<file path="config.mk">
export PLATFORM = sky130hd
export DESIGN_NAME = prb_ram_sizer
export DESIGN_NICKNAME = d
export VERILOG_FILES = /design/src/rtl/prb_pkg.sv /design/src/rtl/prb_bus_port.sv /design/src/rtl/prb_offset_step.sv /design/src/rtl/prb_ram_sizer.sv
export SDC_FILE = /design/constraint.sdc
export NUM_CORES = 1
export LEC_CHECK = 0
export BUFFER_PORTS_ARGS = -buffer_cell sky130_fd_sc_hd__buf_4
export CAP_MARGIN = 20
export CORE_MARGIN = 10
export CORE_UTILIZATION = 47
export CTS_BUF_LIST = sky130_fd_sc_hd__clkbuf_4 sky130_fd_sc_hd__clkbuf_8
export DETAILED_ROUTE_END_ITERATION = 8
export PLACE_DENSITY = 0.77
export SYNTH_ARGS = -nofsm -noshare
export SYNTH_HDL_FRONTEND = slang
export SYNTH_SLANG_ARGS = --single-unit
</file>
<file path="constraint.sdc">
create_clock -name clk -period 5.2 [get_ports clk]
set_input_delay 1.3 -clock clk [delete_from_list [all_inputs] [get_ports clk]]
set_output_delay 1.3 -clock clk [all_outputs]
set_load 0.005 [all_outputs]
</file>
<file path="src/rtl/prb_pkg.sv">
package prb_pkg;

  // One state per bus access, plus idle and the sizing loop test.
  typedef enum logic [3:0] {
    ST_IDLE,
    ST_SAVE0,
    ST_SAVE4,
    ST_PA_0,
    ST_PB_4,
    ST_CHK_A,
    ST_PB_0,
    ST_PA_4,
    ST_CHK_B,
    ST_STEP,
    ST_RD_T,
    ST_WR_C,
    ST_RD_0,
    ST_RD_T2,
    ST_RST0,
    ST_RST4
  } prb_state_e;

endpackage

</file>
<file path="src/rtl/prb_bus_port.sv">
module prb_bus_port #(
  parameter int ADDR_W = 32,
  parameter int DATA_W = 32
) (
  input  logic              clk,
  input  logic              rst,
  input  logic              go,
  input  logic              go_we,
  input  logic [ADDR_W-1:0] go_addr,
  input  logic [DATA_W-1:0] go_wdata,
  input  logic              mem_ack,
  output logic              mem_req,
  output logic              mem_we,
  output logic [ADDR_W-1:0] mem_addr,
  output logic [DATA_W-1:0] mem_wdata,
  output logic              fin
);

  always_ff @(posedge clk) begin
    if (rst) begin
      mem_req   <= 1'b0;
      mem_we    <= 1'b0;
      mem_addr  <= '0;
      mem_wdata <= '0;
    end else if (go) begin
      mem_req   <= 1'b1;
      mem_we    <= go_we;
      mem_addr  <= go_addr;
      mem_wdata <= go_wdata;
    end else if (mem_req && mem_ack) begin
      mem_req   <= 1'b0;
    end
  end

  assign fin = mem_req & mem_ack;


  bus_hold_chk: assert property (@(posedge clk) disable iff (rst)
    (mem_req && !mem_ack) |=> (mem_req && $stable(mem_addr) && $stable(mem_we) && $stable(mem_wdata)));


  req_drop_chk: assert property (@(posedge clk) disable iff (rst)
    (mem_req && mem_ack) |=> !mem_req);

endmodule

</file>
<file path="src/rtl/prb_offset_step.sv">
module prb_offset_step #(
  parameter int SIZE_W = 33
) (
  input  logic              clk,
  input  logic              rst,
  input  logic              load,
  input  logic              adv,
  input  logic [SIZE_W-1:0] limit,
  output logic [SIZE_W-1:0] ofs,
  output logic              more
);

  localparam logic [SIZE_W-1:0] FIRST_OFS = SIZE_W'(4);

  always_ff @(posedge clk) begin
    if (rst || load) ofs <= FIRST_OFS;
    else if (adv)    ofs <= ofs << 1;
  end

  assign more = (ofs < limit);

endmodule

</file>
<file path="src/rtl/prb_ram_sizer.sv">
module prb_ram_sizer
  import prb_pkg::*;
#(
  parameter int ADDR_W = 32,
  parameter int DATA_W = 32
) (
  input  logic              clk,
  input  logic              rst,
  input  logic              start,
  input  logic [ADDR_W-1:0] base_addr,
  input  logic [ADDR_W:0]   max_size,
  output logic              half_width,
  output logic              mem_req,
  output logic              mem_we,
  output logic [ADDR_W-1:0] mem_addr,
  output logic [DATA_W-1:0] mem_wdata,
  input  logic [DATA_W-1:0] mem_rdata,
  input  logic              mem_ack,
  output logic [ADDR_W:0]   size,
  output logic              done
);

  localparam int SIZE_W = ADDR_W + 1;
  localparam logic [DATA_W-1:0] PAT_A = {{(DATA_W/4){2'b01}}, {(DATA_W/4){2'b10}}};
  localparam logic [DATA_W-1:0] PAT_B = ~PAT_A;
  localparam logic [SIZE_W-1:0] OFS4  = SIZE_W'(4);

  prb_state_e        st;
  logic [ADDR_W-1:0] base_q;
  logic [SIZE_W-1:0] max_q, res_q, ofs;
  logic [DATA_W-1:0] save0, save4, tword, r0word;
  logic              fail_q, launched, fin, more;
  logic              is_acc, acc_we, go;
  logic [SIZE_W-1:0] acc_off;
  logic [DATA_W-1:0] acc_wd;
  logic              step_load, step_adv;

  // Access descriptor for the current state
  always_comb begin
    is_acc  = 1'b1;
    acc_we  = 1'b0;
    acc_off = '0;
    acc_wd  = PAT_A;
    unique case (st)
      ST_SAVE0: ;
      ST_SAVE4: acc_off = OFS4;
      ST_PA_0:  acc_we  = 1'b1;
      ST_PB_4:  begin acc_we = 1'b1; acc_off = OFS4; acc_wd = PAT_B; end
      ST_CHK_A: ;
      ST_PB_0:  begin acc_we = 1'b1; acc_wd = PAT_B; end
      ST_PA_4:  begin acc_we = 1'b1; acc_off = OFS4; end
      ST_CHK_B: ;
      ST_RD_T:  acc_off = ofs;
      ST_WR_C:  begin acc_we = 1'b1; acc_wd = ~tword; end
      ST_RD_0:  ;
      ST_RD_T2: acc_off = ofs;
      ST_RST0:  begin acc_we = 1'b1; acc_wd = save0; end
      ST_RST4:  begin acc_we = 1'b1; acc_off = OFS4; acc_wd = save4; end
      default:  is_acc = 1'b0;
    endcase
  end

  assign go        = is_acc && !launched;
  assign step_load = (st == ST_CHK_B) && fin && !fail_q && (mem_rdata == PAT_B);
  assign step_adv  = (st == ST_RD_T2) && fin && (r0word != mem_rdata);

  prb_bus_port #(.ADDR_W(ADDR_W), .DATA_W(DATA_W)) u_port (
    .clk      (clk),
    .rst      (rst),
    .go       (go),
    .go_we    (acc_we),
    .go_addr  (ADDR_W'({1'b0, base_q} + acc_off)),
    .go_wdata (acc_wd),
    .mem_ack  (mem_ack),
    .mem_req  (mem_req),
    .mem_we   (mem_we),
    .mem_addr (mem_addr),
    .mem_wdata(mem_wdata),
    .fin      (fin)
  );

  prb_offset_step #(.SIZE_W(SIZE_W)) u_step (
    .clk  (clk),
    .rst  (rst),
    .load (step_load),
    .adv  (step_adv),
    .limit(max_q),
    .ofs  (ofs),
    .more (more)
  );

  always_ff @(posedge clk) begin
    if (rst) begin
      st         <= ST_IDLE;
      base_q     <= '0;
      max_q      <= '0;
      res_q      <= '0;
      save0      <= '0;
      save4      <= '0;
      tword      <= '0;
      r0word     <= '0;
      fail_q     <= 1'b0;
      launched   <= 1'b0;
      half_width <= 1'b0;
      size       <= '0;
      done       <= 1'b0;
    end else begin
      done <= 1'b0;
      if (go) launched <= 1'b1;
      case (st)
        ST_IDLE: if (start) begin
          base_q     <= base_addr;
          max_q      <= max_size;
          half_width <= 1'b0;
          st         <= ST_SAVE0;
        end
        ST_STEP: begin
          if (more) st <= ST_RD_T;
          else begin
            res_q <= max_q;
            st    <= ST_RST0;
          end
        end
        default: if (fin) begin
          launched <= 1'b0;
          case (st)
            ST_SAVE0: begin save0 <= mem_rdata; st <= ST_SAVE4; end
            ST_SAVE4: begin save4 <= mem_rdata; st <= ST_PA_0; end
            ST_PA_0:  st <= ST_PB_4;
            ST_PB_4:  st <= ST_CHK_A;
            ST_CHK_A: begin fail_q <= (mem_rdata != PAT_A); st <= ST_PB_0; end
            ST_PB_0:  st <= ST_PA_4;
            ST_PA_4:  st <= ST_CHK_B;
            ST_CHK_B: begin
              if (fail_q || mem_rdata != PAT_B) begin
                res_q <= '0;
                st    <= ST_RST0;
              end else st <= ST_STEP;
            end
            ST_RD_T:  begin tword <= mem_rdata; st <= ST_WR_C; end
            ST_WR_C:  st <= ST_RD_0;
            ST_RD_0:  begin r0word <= mem_rdata; st <= ST_RD_T2; end
            ST_RD_T2: begin
              if (r0word == mem_rdata) begin
                res_q <= ofs;
                st    <= ST_RST0;
              end else st <= ST_STEP;
            end
            ST_RST0:  st <= ST_RST4;
            ST_RST4:  begin
              if (res_q == '0 && !half_width) begin
                half_width <= 1'b1;
                st         <= ST_SAVE0;
              end else begin
                size <= res_q;
                done <= 1'b1;
                st   <= ST_IDLE;
              end
            end
            default:  st <= ST_IDLE;
          endcase
        end
      endcase
    end
  end


  write_window_chk: assert property (@(posedge clk) disable iff (rst)
    (mem_req && mem_we) |-> (mem_addr == base_q || mem_addr == ADDR_W'(base_q + ADDR_W'(4))));


  done_pulse_chk: assert property (@(posedge clk) disable iff (rst)
    done |=> !done);


  done_quiet_chk: assert property (@(posedge clk) disable iff (rst)
    done |-> !mem_req);


  size_bound_chk: assert property (@(posedge clk) disable iff (rst)
    done |-> (size <= max_q));

endmodule

</file>
==> results of run 1 <==
==> worst min path at each step <==
stage / startpoint / end
finish: size[14]$_SDFFE_PP0P_ / size[14]$_SDFFE_PP0P_
global route: save4[29]$_SDFFE_PP0P_ / save4[29]$_SDFFE_PP0P_
CTS: tword[22]$_SDFFE_PP0P_ / tword[22]$_SDFFE_PP0P_
detailed placement: tword[22]$_SDFFE_PP0P_ / tword[22]$_SDFFE_PP0P_
global placement: tword[30]$_SDFFE_PP0P_ / tword[30]$_SDFFE_PP0P_
floorplan: base_q[0]$_SDFFE_PP0P_ / u_port.mem_addr[0]$_SDFFE_PP0P_
==> routing by layer <==
metal / routed length [um] / part of all wire (%)
met1: 23300 / 44
met2: 23700 / 45
met3: 4620 / 8.8
met4: 1070 / 2.0
met5: 0 / 0
==> cells by family after synthesis <==
logic type	after synthesis
and+or+nand+nor	822
AOI/OAI and AO/OA	592
DFF	364
buffers and inverters	208
adders and majority gates	61
xor gates and xnor gates	51
muxes	32
==> stage by stage <==
step                area [um^2]  setup WS (ns)
floorplan                 16700           1.78
global placement          18400           1.37
detailed placement        18400           1.21
CTS                       19800           1.17
global route              19800          0.799
finish                    19800           1.11
==> layout make-up <==
type / count / area, um^2 / share of cell area [%]
diodes: 1 / 2.50 / 0.0126
multi-input cells: 1558 / 8700 / 43.9
clock buffers: 90 / 1130 / 5.68
clock inverters: 18 / 260 / 1.31
inverters: 42 / 158 / 0.795
repair buffers: 225 / 1720 / 8.69
flip-flops and latches: 364 / 7290 / 36.8
well taps: 455 / 569 / 2.87
==> power groups by stage <==
stage | sequential, mW | clock, mW | combinational (mW)
5_1_grt | 3.29 | 3.03 | 2.28
3_3_place_gp | 3.31 | 0 | 2.00
2_1_floorplan | 3.23 | 0 | 1.29
3_5_place_dp | 3.32 | 0 | 2.02
4_1_cts | 3.26 | 2.90 | 2.03
6_report | 3.27 | 2.86 | 2.07
==> worst reg2reg max path: stages, from the launching register on <==
cell       delay [ns]
dfxtp_1          0.60
inv_1            0.24
a21oi_1          0.53
and2_1           0.23
ha_1             0.27
a21oi_1          0.30
a2bb2oi_1        0.26
nand2_1          0.13
o31ai_1          0.43
a21o_1           0.34
o21ai_0          0.15
or4b_1           0.47
nand3_1          0.09
==> synthesized netlist by cell type (6+ instances only) <==
cell type and count:
a311oi_1 32, a21o_1 24, nor2_1 110, ha_1 60
o21ai_0 58, mux2i_1 32, a31oi_1 9, nand4_1 28
and2_1 31, xnor2_1 45, nor4_1 13, nand2_1 546
a221oi_1 18, xor2_1 6, o31ai_1 8, nor3_1 15
clkbuf_1 156, a21oi_1 336, nand2b_1 6, dfxtp_1 364
nor2b_1 8, nand3_1 28, inv_1 42, nor4bb_1 8
o211ai_1 19, a211oi_1 14, a22oi_1 48
==> sequential cells by signal, indices dropped and copies added, names as in the netlist <==
name and count:
res_q 33, size 33, u_port.mem_we 1, done 1, fail_q 1, save4 32, half_width 1, tword 32
st 4, base_q 32, save0 32, max_q 33, launched 1, u_port.mem_req 1, r0word 32, u_step.ofs 31
u_port.mem_wdata 32, u_port.mem_addr 32
==> metrics.md, run 1 <==
| Metric | Value |
|---|---|
| Ratio of cells with drive above 1 in the final layout | `15.5%` |
| DRT Wirelength | `52600 um` |
| Mapped Area | `0.0167 mm^2` |
| CP bufs+invs | `1` |
| Core ar. | `0.0348 mm^2` |
| Adder-Cell Fraction of Synth Area | `4.62%` |
| Area Overhead vs Synth | `18.8%` |
| Final global-route overflow total | `0` |
| Largest cells by area after synthesis | `dfxtp_1 (44%), nand2_1 (12%), a21oi_1 (10%), ha_1 (4.5%), clkbuf_1 (3.5%)` |
| Relative slew margins | `25.3%` |
| Number of global-route vias before repair | `14900` |
| Antenna violations before repair | `1` |
| Row cnt | `68` |
| HPWL Detailed | `36000 um` |
| CTS H-tree lvls | `2` |
| Die Area | `0.0435 mm^2` |
| Initial Utilization | `48.0%` |
| Critical path cell sequence | `inv_1 -> a21oi_1 -> and2_1 -> ha_1 -> a21oi_1 -> a2bb2oi_1 -> nand2_1 -> o31ai_1 -> a21o_1 -> o21ai_0 -> or4b_1 -> nand3_1` |
| Flop2flop setup slack | `1.11 ns` |
| NumNets Final | `2412` |
| Tot GR Track Use | `22.9%` |
| Max cap viols | `0` |
| Pwr Total | `8.20 mW` |
| Pwr dens | `414 mW/mm^2` |
| Slew @ Worst Pin | `1.12 ns` |
| CTS tree | `yes` |
| Remaining DRCs | `0` |
| Worst r2r path cells | `12` |
| RSZ-0062 raised after global routing | `no` |
| Reg2Reg Launch Point | `st[3]$_SDFFE_PP0P_` |
| Top_reg_cell synth | `dfxtp_1` |
| Final Util | `57.0%` |
| Simple-Gate Fraction of Synth Area | `21.2%` |
| Crit path DAT | `4.69 ns` |
| Worst Setup End Kind | `flop` |
| Die X | `208 um` |
| Setup crit end | `u_port.mem_addr[27]$_SDFFE_PP0P_` |
| Cells after Synth | `2130` |
| Vias per cell | `5.74` |
| Sequential Power Share | `39.8%` |
| Outcome | `completed` |
| GPL Wtd Cong | `0.897` |
| Layout fillers | `3170` |
| Worst setup startpoint | `st[3]$_SDFFE_PP0P_` |
| Comb pwr share | `25.3%` |
| Minimum clock period | `4.09 ns` |
| I/O Buffers | `201` |
| Clock Path Buffers | `3` |
| Cts hold-fix bufs | `0` |
| Fin crit share | `78.6%` |
| HP Class | `reg -> reg` |
| Synth area leader | `dfxtp_1` |
| GRT met2 Usage | `35.4%` |
| Grt met3 use | `4.79%` |
| Post-placement cell count | `2643` |
| Fin cells | `2753` |
| P_sw | `2.80 mW` |
| Setup TNS | `0 ns` |
| Clk sink count | `364` |
| WL/cell | `19.1 um` |
| First-pass GRT wire length | `82000 um` |
| Commonest non-fill, non-tap cell in the layout | `nand2_1` |
| CP max stage cell | `dfxtp_1` |
| Gr busiest metal | `met2` |
| Worst-path fanout max | `13` |
| IO Count | `202` |
| Initial DRC Count | `1641` |
| Worst skew pair latency | `0.69 ns` |
| Warnings from Yosys | `0` |
| Vias | `15800` |
| WP depth | `12` |
| Synth top area share | `43.7%` |
| Worst-path clk slew | `0.06 ns` |
| Syn_area_per_cell | `7.84 um^2` |
| Met1 Use GR | `31.0%` |
| Worst hold path depth | `2` |
| Finish-stage setup viols | `0` |
| Post-CTS sizing | `0` |
| Proportion of synthesized area in mux cells | `1.92%` |
| Clock share of power | `34.9%` |
| Startpoint Class | `flop` |
| Drt pass-1 iters | `6` |
| TritonCTS Buffers | `59` |
| XOR/XNOR share of the synthesized area | `2.68%` |
| Largest stage delay on the critical path | `0.60 ns` |
| Critical R2R Capture | `u_port.mem_addr[27]$_SDFFE_PP0P_` |
| Unique cell type count in the Yosys netlist | `57` |
| Largest family of logic cells by synthesized area | `simple AND/OR/NAND/NOR gates` |
| Largest delay share family, worst path | `compound AO/OA/AOI/OAI gates` |
| Synth Area in Compound Gates | `21.2%` |
| Commonest cells after routing, fill and taps aside | `nand2_1 (546), dfxtp_1 (364), a21oi_1 (336)` |
| Syn nets | `2292` |
| Register area share after synthesis | `43.7%` |
| Worst IR drop on VDD | `0.237 mV` |
| Required time worst endpoint | `5.80 ns` |
| Clock Skew | `0.0504 ns` |
| Clock root cell | `clkbuf_8` |
| Number of flops mapped to enable cells by yosys | `0` |
| Final slew viol count | `0` |
| Crit Path Class | `reg -> reg` |
| Post-CTS Setup Repair Bufs | `0` |
| Max Freq | `0.245 GHz` |
| Largest net degree at the start of global routing | `200` |
| Internal | `5.40 mW` |
| Die height | `208 um` |
| CP most frequent cell | `a21oi_1` |
| Net Sw Frac | `34.1%` |
| Fin Hold WS | `0.455 ns` |
| Hold Vio Cnt, Final | `0` |
| Leakage Power | `7.37 nW` |
| Number of synthesized register bits | `364` |
| Ys async rst share | `0%` |
| Remaining antenna violation count | `0` |
(Power assumes the default switching activity.)
==> run 2, diff against run 1 <==
Settings changed: ABC_AREA set to 1, PLACE_DENSITY 0.77 to 0.79.
Clock period 5.2 ns to 3.3 ns, I/O delays scaled along.
==> metrics.md, run 2 <==
| Metric | Value |
|---|---|
| Finish-stage setup viols | `0 (unchanged)` |
| Worst IR drop on VDD | `0.651 mV (was 0.237 mV)` |
| Comb pwr share | `27.6% (was 25.3%)` |
| CTS tree | `yes (unchanged)` |
| Net Sw Frac | `34.3% (was 34.1%)` |
| Crit Path Class | `reg -> reg (unchanged)` |
| Die height | `212 um (was 208 um)` |
| Worst skew pair latency | `0.68 ns (was 0.69 ns)` |
| Cells after Synth | `2448 (was 2130)` |
| Max Freq | `0.325 GHz (was 0.245 GHz)` |
| Pwr Total | `13.7 mW (was 8.20 mW)` |
| Area Overhead vs Synth | `19.2% (was 18.8%)` |
| Clk sink count | `364 (unchanged)` |
| Die Area | `0.0449 mm^2 (was 0.0435 mm^2)` |
| Commonest non-fill, non-tap cell in the layout | `nand2_1 (unchanged)` |
| Clock share of power | `33.5% (was 34.9%)` |
| Remaining DRCs | `0 (unchanged)` |
| Internal | `8.99 mW (was 5.40 mW)` |
| Drt pass-1 iters | `7 (was 6)` |
| Sequential Power Share | `38.9% (was 39.8%)` |
| Vias per cell | `5.52 (was 5.74)` |
| Outcome | `completed (unchanged)` |
| Min-Delay Endpoint | `base_q[27]$_SDFFE_PP0P_ (was size[14]$_SDFFE_PP0P_)` |
| Final global-route overflow total | `0 (unchanged)` |
| Critical R2R Capture | `u_port.mem_addr[28]$_SDFFE_PP0P_ (was u_port.mem_addr[27]$_SDFFE_PP0P_)` |
| Worst Setup End Kind | `flop (unchanged)` |
| TritonCTS Buffers | `61 (was 59)` |
| Post-route setup slack | `0.223 ns (was 1.11 ns)` |
| Leakage Power | `8.74 nW (was 7.37 nW)` |
| Top Registers | `max_q (33), res_q (33), size (33) (unchanged)` |
| Crit path DAT | `3.66 ns (was 4.69 ns)` |
| Relative slew margins | `30.2% (was 25.3%)` |
| Row cnt | `70 (was 68)` |
| Initial Utilization | `47.4% (was 48.0%)` |
| Commonest cells after routing, fill and taps aside | `nand2_1 (445), a21oi_1 (388), dfxtp_1 (362) (was nand2_1 (546), dfxtp_1 (364), a21oi_1 (336))` |
| Startpoint Class | `flop (unchanged)` |
| IO Count | `202 (unchanged)` |
| HP Class | `in -> reg (was reg -> reg)` |
| Largest cells by area after synthesis | `dfxtp_1 (42%), a21oi_1 (11%), nand2_1 (9.7%), o21ai_0 (6.8%), inv_1 (5.9%) (was dfxtp_1 (44%), nand2_1 (12%), a21oi_1 (10%), ha_1 (4.5%), clkbuf_1 (3.5%))` |
| Ratio of cells with drive above 1 in the final layout | `14.2% (was 15.5%)` |
| Required time worst endpoint | `3.89 ns (was 5.80 ns)` |
| Die X | `212 um (was 208 um)` |
| Remaining antenna violation count | `0 (unchanged)` |
| Top_reg_cell synth | `dfxtp_1 (unchanged)` |
| I/O Buffers | `201 (unchanged)` |
| Largest net degree at the start of global routing | `115 (was 200)` |
| Flop2flop setup slack | `0.22 ns (was 1.11 ns)` |
| Worst r2r path cells | `21 (was 12)` |
| Clock root cell | `clkbuf_8 (unchanged)` |
| Syn_area_per_cell | `7.08 um^2 (was 7.84 um^2)` |
| Hold path startpoint | `base_addr[27] (was size[14]$_SDFFE_PP0P_)` |
| Fin Hold WS | `0.401 ns (was 0.455 ns)` |
| WL/cell | `18.1 um (was 19.1 um)` |
| Number of global-route vias before repair | `16400 (was 14900)` |
| Synth area leader | `dfxtp_1 (unchanged)` |
| WP depth | `21 (was 12)` |
| Post-CTS Setup Repair Bufs | `0 (unchanged)` |
| CTS H-tree lvls | `2 (unchanged)` |
| CP bufs+invs | `3 (was 1)` |
| Worst hold path depth | `3 (was 2)` |
| Worst-path clk slew | `0.07 ns (was 0.06 ns)` |
| Mapped Area | `0.0173 mm^2 (was 0.0167 mm^2)` |
| Minimum clock period | `3.08 ns (was 4.09 ns)` |
| DP Worst Slack | `0.125 ns (was 1.21 ns)` |
| Reg2Reg Launch Point | `st[2]$_SDFFE_PP0P_ (was st[3]$_SDFFE_PP0P_)` |
| Largest delay share family, worst path | `simple AND/OR/NAND/NOR gates (was compound AO/OA/AOI/OAI gates)` |
| Final Util | `56.6% (was 57.0%)` |
| Initial DRC Count | `1317 (was 1641)` |
| Number of synthesized register bits | `364 (unchanged)` |
| Max cap viols | `0 (unchanged)` |
| Clock Path Buffers | `3 (unchanged)` |
| CP max stage cell | `dfxtp_2 (was dfxtp_1)` |
| GPL Wtd Cong | `0.952 (was 0.897)` |
| Largest stage delay on the critical path | `0.40 ns (was 0.60 ns)` |
| NumNets Final | `2770 (was 2412)` |
| Vias | `17200 (was 15800)` |
| Clock Skew | `0.0414 ns (was 0.0504 ns)` |
| Ys async rst share | `0% (unchanged)` |
| DRT Wirelength | `56400 um (was 52600 um)` |
| Top-count cell post-synth | `nand2_1 (unchanged)` |
| Hold Vio Cnt, Final | `0 (unchanged)` |
| Unique cell type count in the Yosys netlist | `38 (was 57)` |
| Warnings from Yosys | `0 (unchanged)` |
| Slew @ Worst Pin | `1.05 ns (was 1.12 ns)` |
| Post-synth top cells | `nand2_1 (447), a21oi_1 (392), dfxtp_1 (364) (was nand2_1 (546), dfxtp_1 (364), a21oi_1 (336))` |
| CP most frequent cell | `nand2_1 (was a21oi_1)` |
| First-pass GRT wire length | `87000 um (was 82000 um)` |
| Register area share after synthesis | `42.1% (was 43.7%)` |
| HPWL Detailed | `40100 um (was 36000 um)` |
| Antenna violations before repair | `1 (unchanged)` |
| Setup TNS | `0 ns (unchanged)` |
| P_sw | `4.70 mW (was 2.80 mW)` |
| Core ar. | `0.0365 mm^2 (was 0.0348 mm^2)` |
| Pwr dens | `662 mW/mm^2 (was 414 mW/mm^2)` |
| Layout fillers | `3445 (was 3170)` |
| Final slew viol count | `0 (unchanged)` |
| Fin crit share | `93.2% (was 78.6%)` |
| Synth top area share | `42.1% (was 43.7%)` |
| Tot GR Track Use | `24.1% (was 22.9%)` |
| Critical path cell sequence | `inv_2 -> nand2_1 -> inv_1 -> nand2_1 -> nand2_1 -> nand2_1 -> o2111ai_1 -> ha_1 -> fa_2 -> nand3_1 -> nand2_1 -> nand3_1 -> nand2_1 -> nand2_1 -> nand2_1 -> nand3b_1 -> nand2_1 -> nand2_1 -> nand3_1 -> nand2_1 -> inv_1 (was inv_1 -> a21oi_1 -> and2_1 -> ha_1 -> a21oi_1 -> a2bb2oi_1 -> nand2_1 -> o31ai_1 -> a21o_1 -> o21ai_0 -> or4b_1 -> nand3_1)` |
| Worst-path fanout max | `8 (was 13)` |
| Number of flops mapped to enable cells by yosys | `0 (unchanged)` |
| Syn nets | `2610 (was 2292)` |
run 2: changes by cell type in the layout (fill, tap and decap cells not counted), sizes merged, moves of 45 or more:
cell,change
nand2,-98
a22oi,-48
nand3,+60
nor2,+125
o22ai,+45
a21oi,+57
o21ai,+191
inv,+235
run 2: layout make-up:
class	instances	area, um^2	area share, %
flip-flops and latches	364	7290	35.3
well taps	468	586	2.84
clock inverters	10	165	0.800
repair buffers	233	1850	8.95
multi-input cells	1669	8470	41.0
inverters	279	1050	5.09
diodes	1	2.50	0.0121
clock buffers	99	1240	5.99
run 2: layer usage:
layer	track usage, %	wire length [um]	up-vias	part of all wire, %
met4	8.98	1800	0	3.2
met5	0	0	-	0
li1	-	-	8423	-
met3	4.67	3700	112	6.6
met1	29.9	24100	8105	43
met2	40.6	26800	605	48
run 2: worst min-delay path, cell delays in order:
cell	delay (ns)
buf_4	0.11
nand2_1	0.05
a21oi_1	0.05
run 2: what timing repair did:
action,in CTS,in global routing
endpoints found under the setup margin,0,19
resized for setup,0,10
hold endpoints to repair,0,0
hold buffers,0,0
run 2: cells by family after synthesis:
group / Yosys count / share of synthesized area (%)
compound gates: 722 / 21.9
fa+ha+maj: 61 / 4.45
simple gates: 858 / 20.9
buf+inv: 415 / 9.28
xor+xnor: 28 / 1.42
flops: 364 / 42.1
run 2: worst max-delay path by stage:
| stage | startpoint | end |
|---|---|---|
| after detailed placement | st[2]$_SDFFE_PP0P_ | u_port.mem_addr[29]$_SDFFE_PP0P_ |
| after CTS | st[2]$_SDFFE_PP0P_ | u_port.mem_addr[29]$_SDFFE_PP0P_ |
| after global routing | st[3]$_SDFFE_PP0P_ | u_port.mem_addr[28]$_SDFFE_PP0P_ |
| after floorplan | st[0]$_SDFFE_PP0P_ | u_port.mem_addr[14]$_SDFFE_PP0P_ |
| after global placement | st[2]$_SDFFE_PP0P_ | u_port.mem_addr[14]$_SDFFE_PP0P_ |
| final | st[2]$_SDFFE_PP0P_ | u_port.mem_addr[28]$_SDFFE_PP0P_ |
run 2: power by group through the flow:
stage	Sequential (mW)	Clock, mW	Combinational (mW)
final	5.32	4.58	3.78
after global routing	5.37	4.83	4.20
after CTS	5.31	4.63	3.77
after detailed placement	5.40	0	3.74
after global placement	5.39	0	3.69
after floorplan	5.28	0	2.40
run 2: stage by stage:
stage	instances	cell area, um^2
3_3_place_gp	3013	19200
3_5_place_dp	3013	19200
5_1_grt	3122	20700
4_1_cts	3122	20600
2_1_floorplan	2448	17300
6_report	3123	20700
==> run 3, diff against run 2 <==
Settings changed: CAP_MARGIN 20 to unset, REMOVE_ABC_BUFFERS set to 1.
==> metrics.md, run 3 (synthesis gave the netlist of run 2 again) <==
| Metric | Value |
|---|---|
| Critical R2R Capture | `u_port.mem_addr[23]$_SDFFE_PP0P_ (was u_port.mem_addr[28]$_SDFFE_PP0P_)` |
| Hold Vio Cnt, Final | `0 (unchanged)` |
| Min-Delay Endpoint | `base_q[9]$_SDFFE_PP0P_ (was base_q[27]$_SDFFE_PP0P_)` |
| Initial DRC Count | `1476 (was 1317)` |
| CP max stage cell | `dfxtp_2 (unchanged)` |
| Largest net degree at the start of global routing | `115 (unchanged)` |
| DP Worst Slack | `0.209 ns (was 0.125 ns)` |
| GPL Wtd Cong | `0.925 (was 0.952)` |
| TritonCTS Buffers | `60 (was 61)` |
| IO Count | `202 (unchanged)` |
| Worst-path fanout max | `22 (was 8)` |
| Initial Utilization | `47.4% (unchanged)` |
| Remaining DRCs | `0 (unchanged)` |
| Setup TNS | `0 ns (unchanged)` |
| Fin Hold WS | `0.393 ns (was 0.401 ns)` |
| Commonest non-fill, non-tap cell in the layout | `nand2_1 (unchanged)` |
| Fin cells | `3130 (was 3123)` |
| Crit path DAT | `3.59 ns (was 3.66 ns)` |
| Die Area | `0.0449 mm^2 (unchanged)` |
| Number of global-route vias before repair | `16300 (was 16400)` |
| Die height | `212 um (unchanged)` |
| Max Freq | `0.332 GHz (was 0.325 GHz)` |
| Vias per cell | `5.47 (was 5.52)` |
| Relative slew margins | `27.9% (was 30.2%)` |
| Cts hold-fix bufs | `0 (unchanged)` |
| Remaining antenna violation count | `0 (unchanged)` |
| I/O Buffers | `201 (unchanged)` |
| Crit Path Class | `reg -> reg (unchanged)` |
| HP Class | `in -> reg (unchanged)` |
| Core ar. | `0.0365 mm^2 (unchanged)` |
| Largest stage delay on the critical path | `0.41 ns (was 0.40 ns)` |
| Final global-route overflow total | `0 (unchanged)` |
| CTS H-tree lvls | `2 (unchanged)` |
| Row cnt | `70 (unchanged)` |
| Tot GR Track Use | `24.2% (was 24.1%)` |
| Post-CTS Setup Repair Bufs | `0 (unchanged)` |
| Slew @ Worst Pin | `1.08 ns (was 1.05 ns)` |
| Drt pass-1 iters | `5 (was 7)` |
| Outcome | `completed (unchanged)` |
| Ant. Diodes | `0 (was 1)` |
| Die X | `212 um (unchanged)` |
| CTS tree | `yes (unchanged)` |
| Worst skew pair latency | `0.69 ns (was 0.68 ns)` |
| Comb pwr share | `28.1% (was 27.6%)` |
| Max cap viols | `0 (unchanged)` |
| Net Sw Frac | `34.5% (was 34.3%)` |
| Required time worst endpoint | `3.88 ns (was 3.89 ns)` |
| Flop2flop setup slack | `0.29 ns (was 0.22 ns)` |
| Clk sink count | `364 (unchanged)` |
| Startpoint Class | `flop (unchanged)` |
| Post-CTS sizing | `0 (unchanged)` |
| HPWL Detailed | `39900 um (was 40100 um)` |
| P_sw | `4.69 mW (was 4.70 mW)` |
| Pwr dens | `657 mW/mm^2 (was 662 mW/mm^2)` |
| CP bufs+invs | `5 (was 3)` |
| Worst hold path depth | `3 (unchanged)` |
| Area Overhead vs Synth | `19.5% (was 19.2%)` |
| Critical path cell sequence | `inv_2 -> nand2_1 -> inv_1 -> nand2_1 -> nand2_1 -> inv_2 -> buf_12 -> nor2_1 -> ha_1 -> nand2_1 -> o21ai_0 -> a21oi_1 -> nand2_1 -> nand3_1 -> nand3_1 -> nand3_1 -> nand2_1 -> inv_1 (was inv_2 -> nand2_1 -> inv_1 -> nand2_1 -> nand2_1 -> nand2_1 -> o2111ai_1 -> ha_1 -> fa_2 -> nand3_1 -> nand2_1 -> nand3_1 -> nand2_1 -> nand2_1 -> nand2_1 -> nand3b_1 -> nand2_1 -> nand2_1 -> nand3_1 -> nand2_1 -> inv_1)` |
| Hold path startpoint | `base_addr[9] (was base_addr[27])` |
| Antenna violations before repair | `0 (was 1)` |
| DRT Wirelength | `56100 um (was 56400 um)` |
| Largest delay share family, worst path | `simple AND/OR/NAND/NOR gates (unchanged)` |
| Top Registers | `max_q (33), res_q (33), size (33) (unchanged)` |
| Clock share of power | `33.1% (was 33.5%)` |
| Fin crit share | `91.3% (was 93.2%)` |
| Internal | `8.92 mW (was 8.99 mW)` |
| Final slew viol count | `0 (unchanged)` |
| Minimum clock period | `3.01 ns (was 3.08 ns)` |
| Worst Setup End Kind | `flop (unchanged)` |
| RSZ-0062 raised after global routing | `no` |
| Post-route setup slack | `0.287 ns (was 0.223 ns)` |
| Commonest cells after routing, fill and taps aside | `nand2_1 (445), a21oi_1 (390), dfxtp_1 (363) (was nand2_1 (445), a21oi_1 (388), dfxtp_1 (362))` |
| Worst IR drop on VDD | `0.472 mV (was 0.651 mV)` |
| Clock root cell | `clkbuf_8 (unchanged)` |
| First-pass GRT wire length | `87700 um (was 87000 um)` |
| Reg2Reg Launch Point | `st[2]$_SDFFE_PP0P_ (unchanged)` |
| Post-placement cell count | `3022 (was 3013)` |
| WL/cell | `17.9 um (was 18.1 um)` |
| Worst-path clk slew | `0.06 ns (was 0.07 ns)` |
| Pwr Total | `13.6 mW (was 13.7 mW)` |
| Clock Path Buffers | `3 (unchanged)` |
| Worst r2r path cells | `18 (was 21)` |
| Finish-stage setup viols | `0 (unchanged)` |
| Sequential Power Share | `38.8% (was 38.9%)` |
| Leakage Power | `8.78 nW (was 8.74 nW)` |
| Ratio of cells with drive above 1 in the final layout | `14.4% (was 14.2%)` |
| NumNets Final | `2778 (was 2770)` |
| Clock Skew | `0.0425 ns (was 0.0414 ns)` |
| Vias | `17100 (was 17200)` |
| CP most frequent cell | `nand2_1 (unchanged)` |
==> run 3: cell types whose count changed in the layout (fill, tap and decap cells not counted), moves of 2 or more <==
cell / before / now
a21oi_1: 388 / 390
a21oi_2: 4 / 2
bufinv_16: 4 / 2
clkbuf_8: 79 / 84
clkbuf_4: 20 / 15
buf_4: 225 / 234
==> run 3: layout make-up <==
class	count	area, um^2
Tap cell	468	586
Inverter	279	1050
Fill cell	3457	15800
Timing Repair Buffer	242	1920
Sequential cell	364	7290
Multi-Input combinational cell	1669	8470
Clock buffer	99	1270
Clock inverter	9	128
==> run 3: metrics by stage <==
stage          instance area, um^2  util, %
3_3_place_gp                 19300     52.8
3_5_place_dp                 19300     52.8
4_1_cts                      20700     56.7
5_1_grt                      20700     56.7
6_report                     20700     56.7
2_1_floorplan                16800        -
==> run 3: worst max path at each step <==
stage                                  start                          endpoint  slack, ns  cells after the start
after floorplan                          rst       u_step.ofs[10]$_SDFFE_PP0P_      -0.95                      5
after global placement    st[2]$_SDFFE_PP0P_  u_port.mem_addr[25]$_SDFFE_PP0P_       0.22                     20
after detailed placement  st[2]$_SDFFE_PP0P_  u_port.mem_addr[25]$_SDFFE_PP0P_       0.21                     20
after CTS                 st[2]$_SDFFE_PP0P_  u_port.mem_addr[25]$_SDFFE_PP0P_       0.18                     20
after global routing      st[2]$_SDFFE_PP0P_  u_port.mem_addr[23]$_SDFFE_PP0P_      0.004                     18
final                     st[2]$_SDFFE_PP0P_  u_port.mem_addr[23]$_SDFFE_PP0P_       0.29                     18
==> run 3: tightest hold or removal path: cells and delay by family <==
| kind | cells | cell delay, ns |
|---|---|---|
| buf+inv | 1 | 0.10 |
| compound gates | 1 | 0.05 |
| simple gates | 1 | 0.05 |
==> run 3: power by group through the flow <==
stage                     registers [mW]  logic, mW  clock network (mW)
after CTS                           5.28       3.81                4.56
final                               5.29       3.82                4.50
after global placement              5.36       3.72                   0
after global routing                5.33       4.28                4.76
after floorplan                     5.30       2.18                   0
after detailed placement            5.37       3.79                   0
==> run 3: routing by layer <==
metal / part of all wire, % / up-vias / wire (um) / GRT usage [%]
met4: 2.7 / 0 / 1490 / 8.43
met3: 7.2 / 83 / 4020 / 4.73
met1: 43 / 8022 / 23900 / 30.3
li1: - / 8465 / - / -
met2: 48 / 556 / 26700 / 40.7
met5: 0 / - / 0 / 0
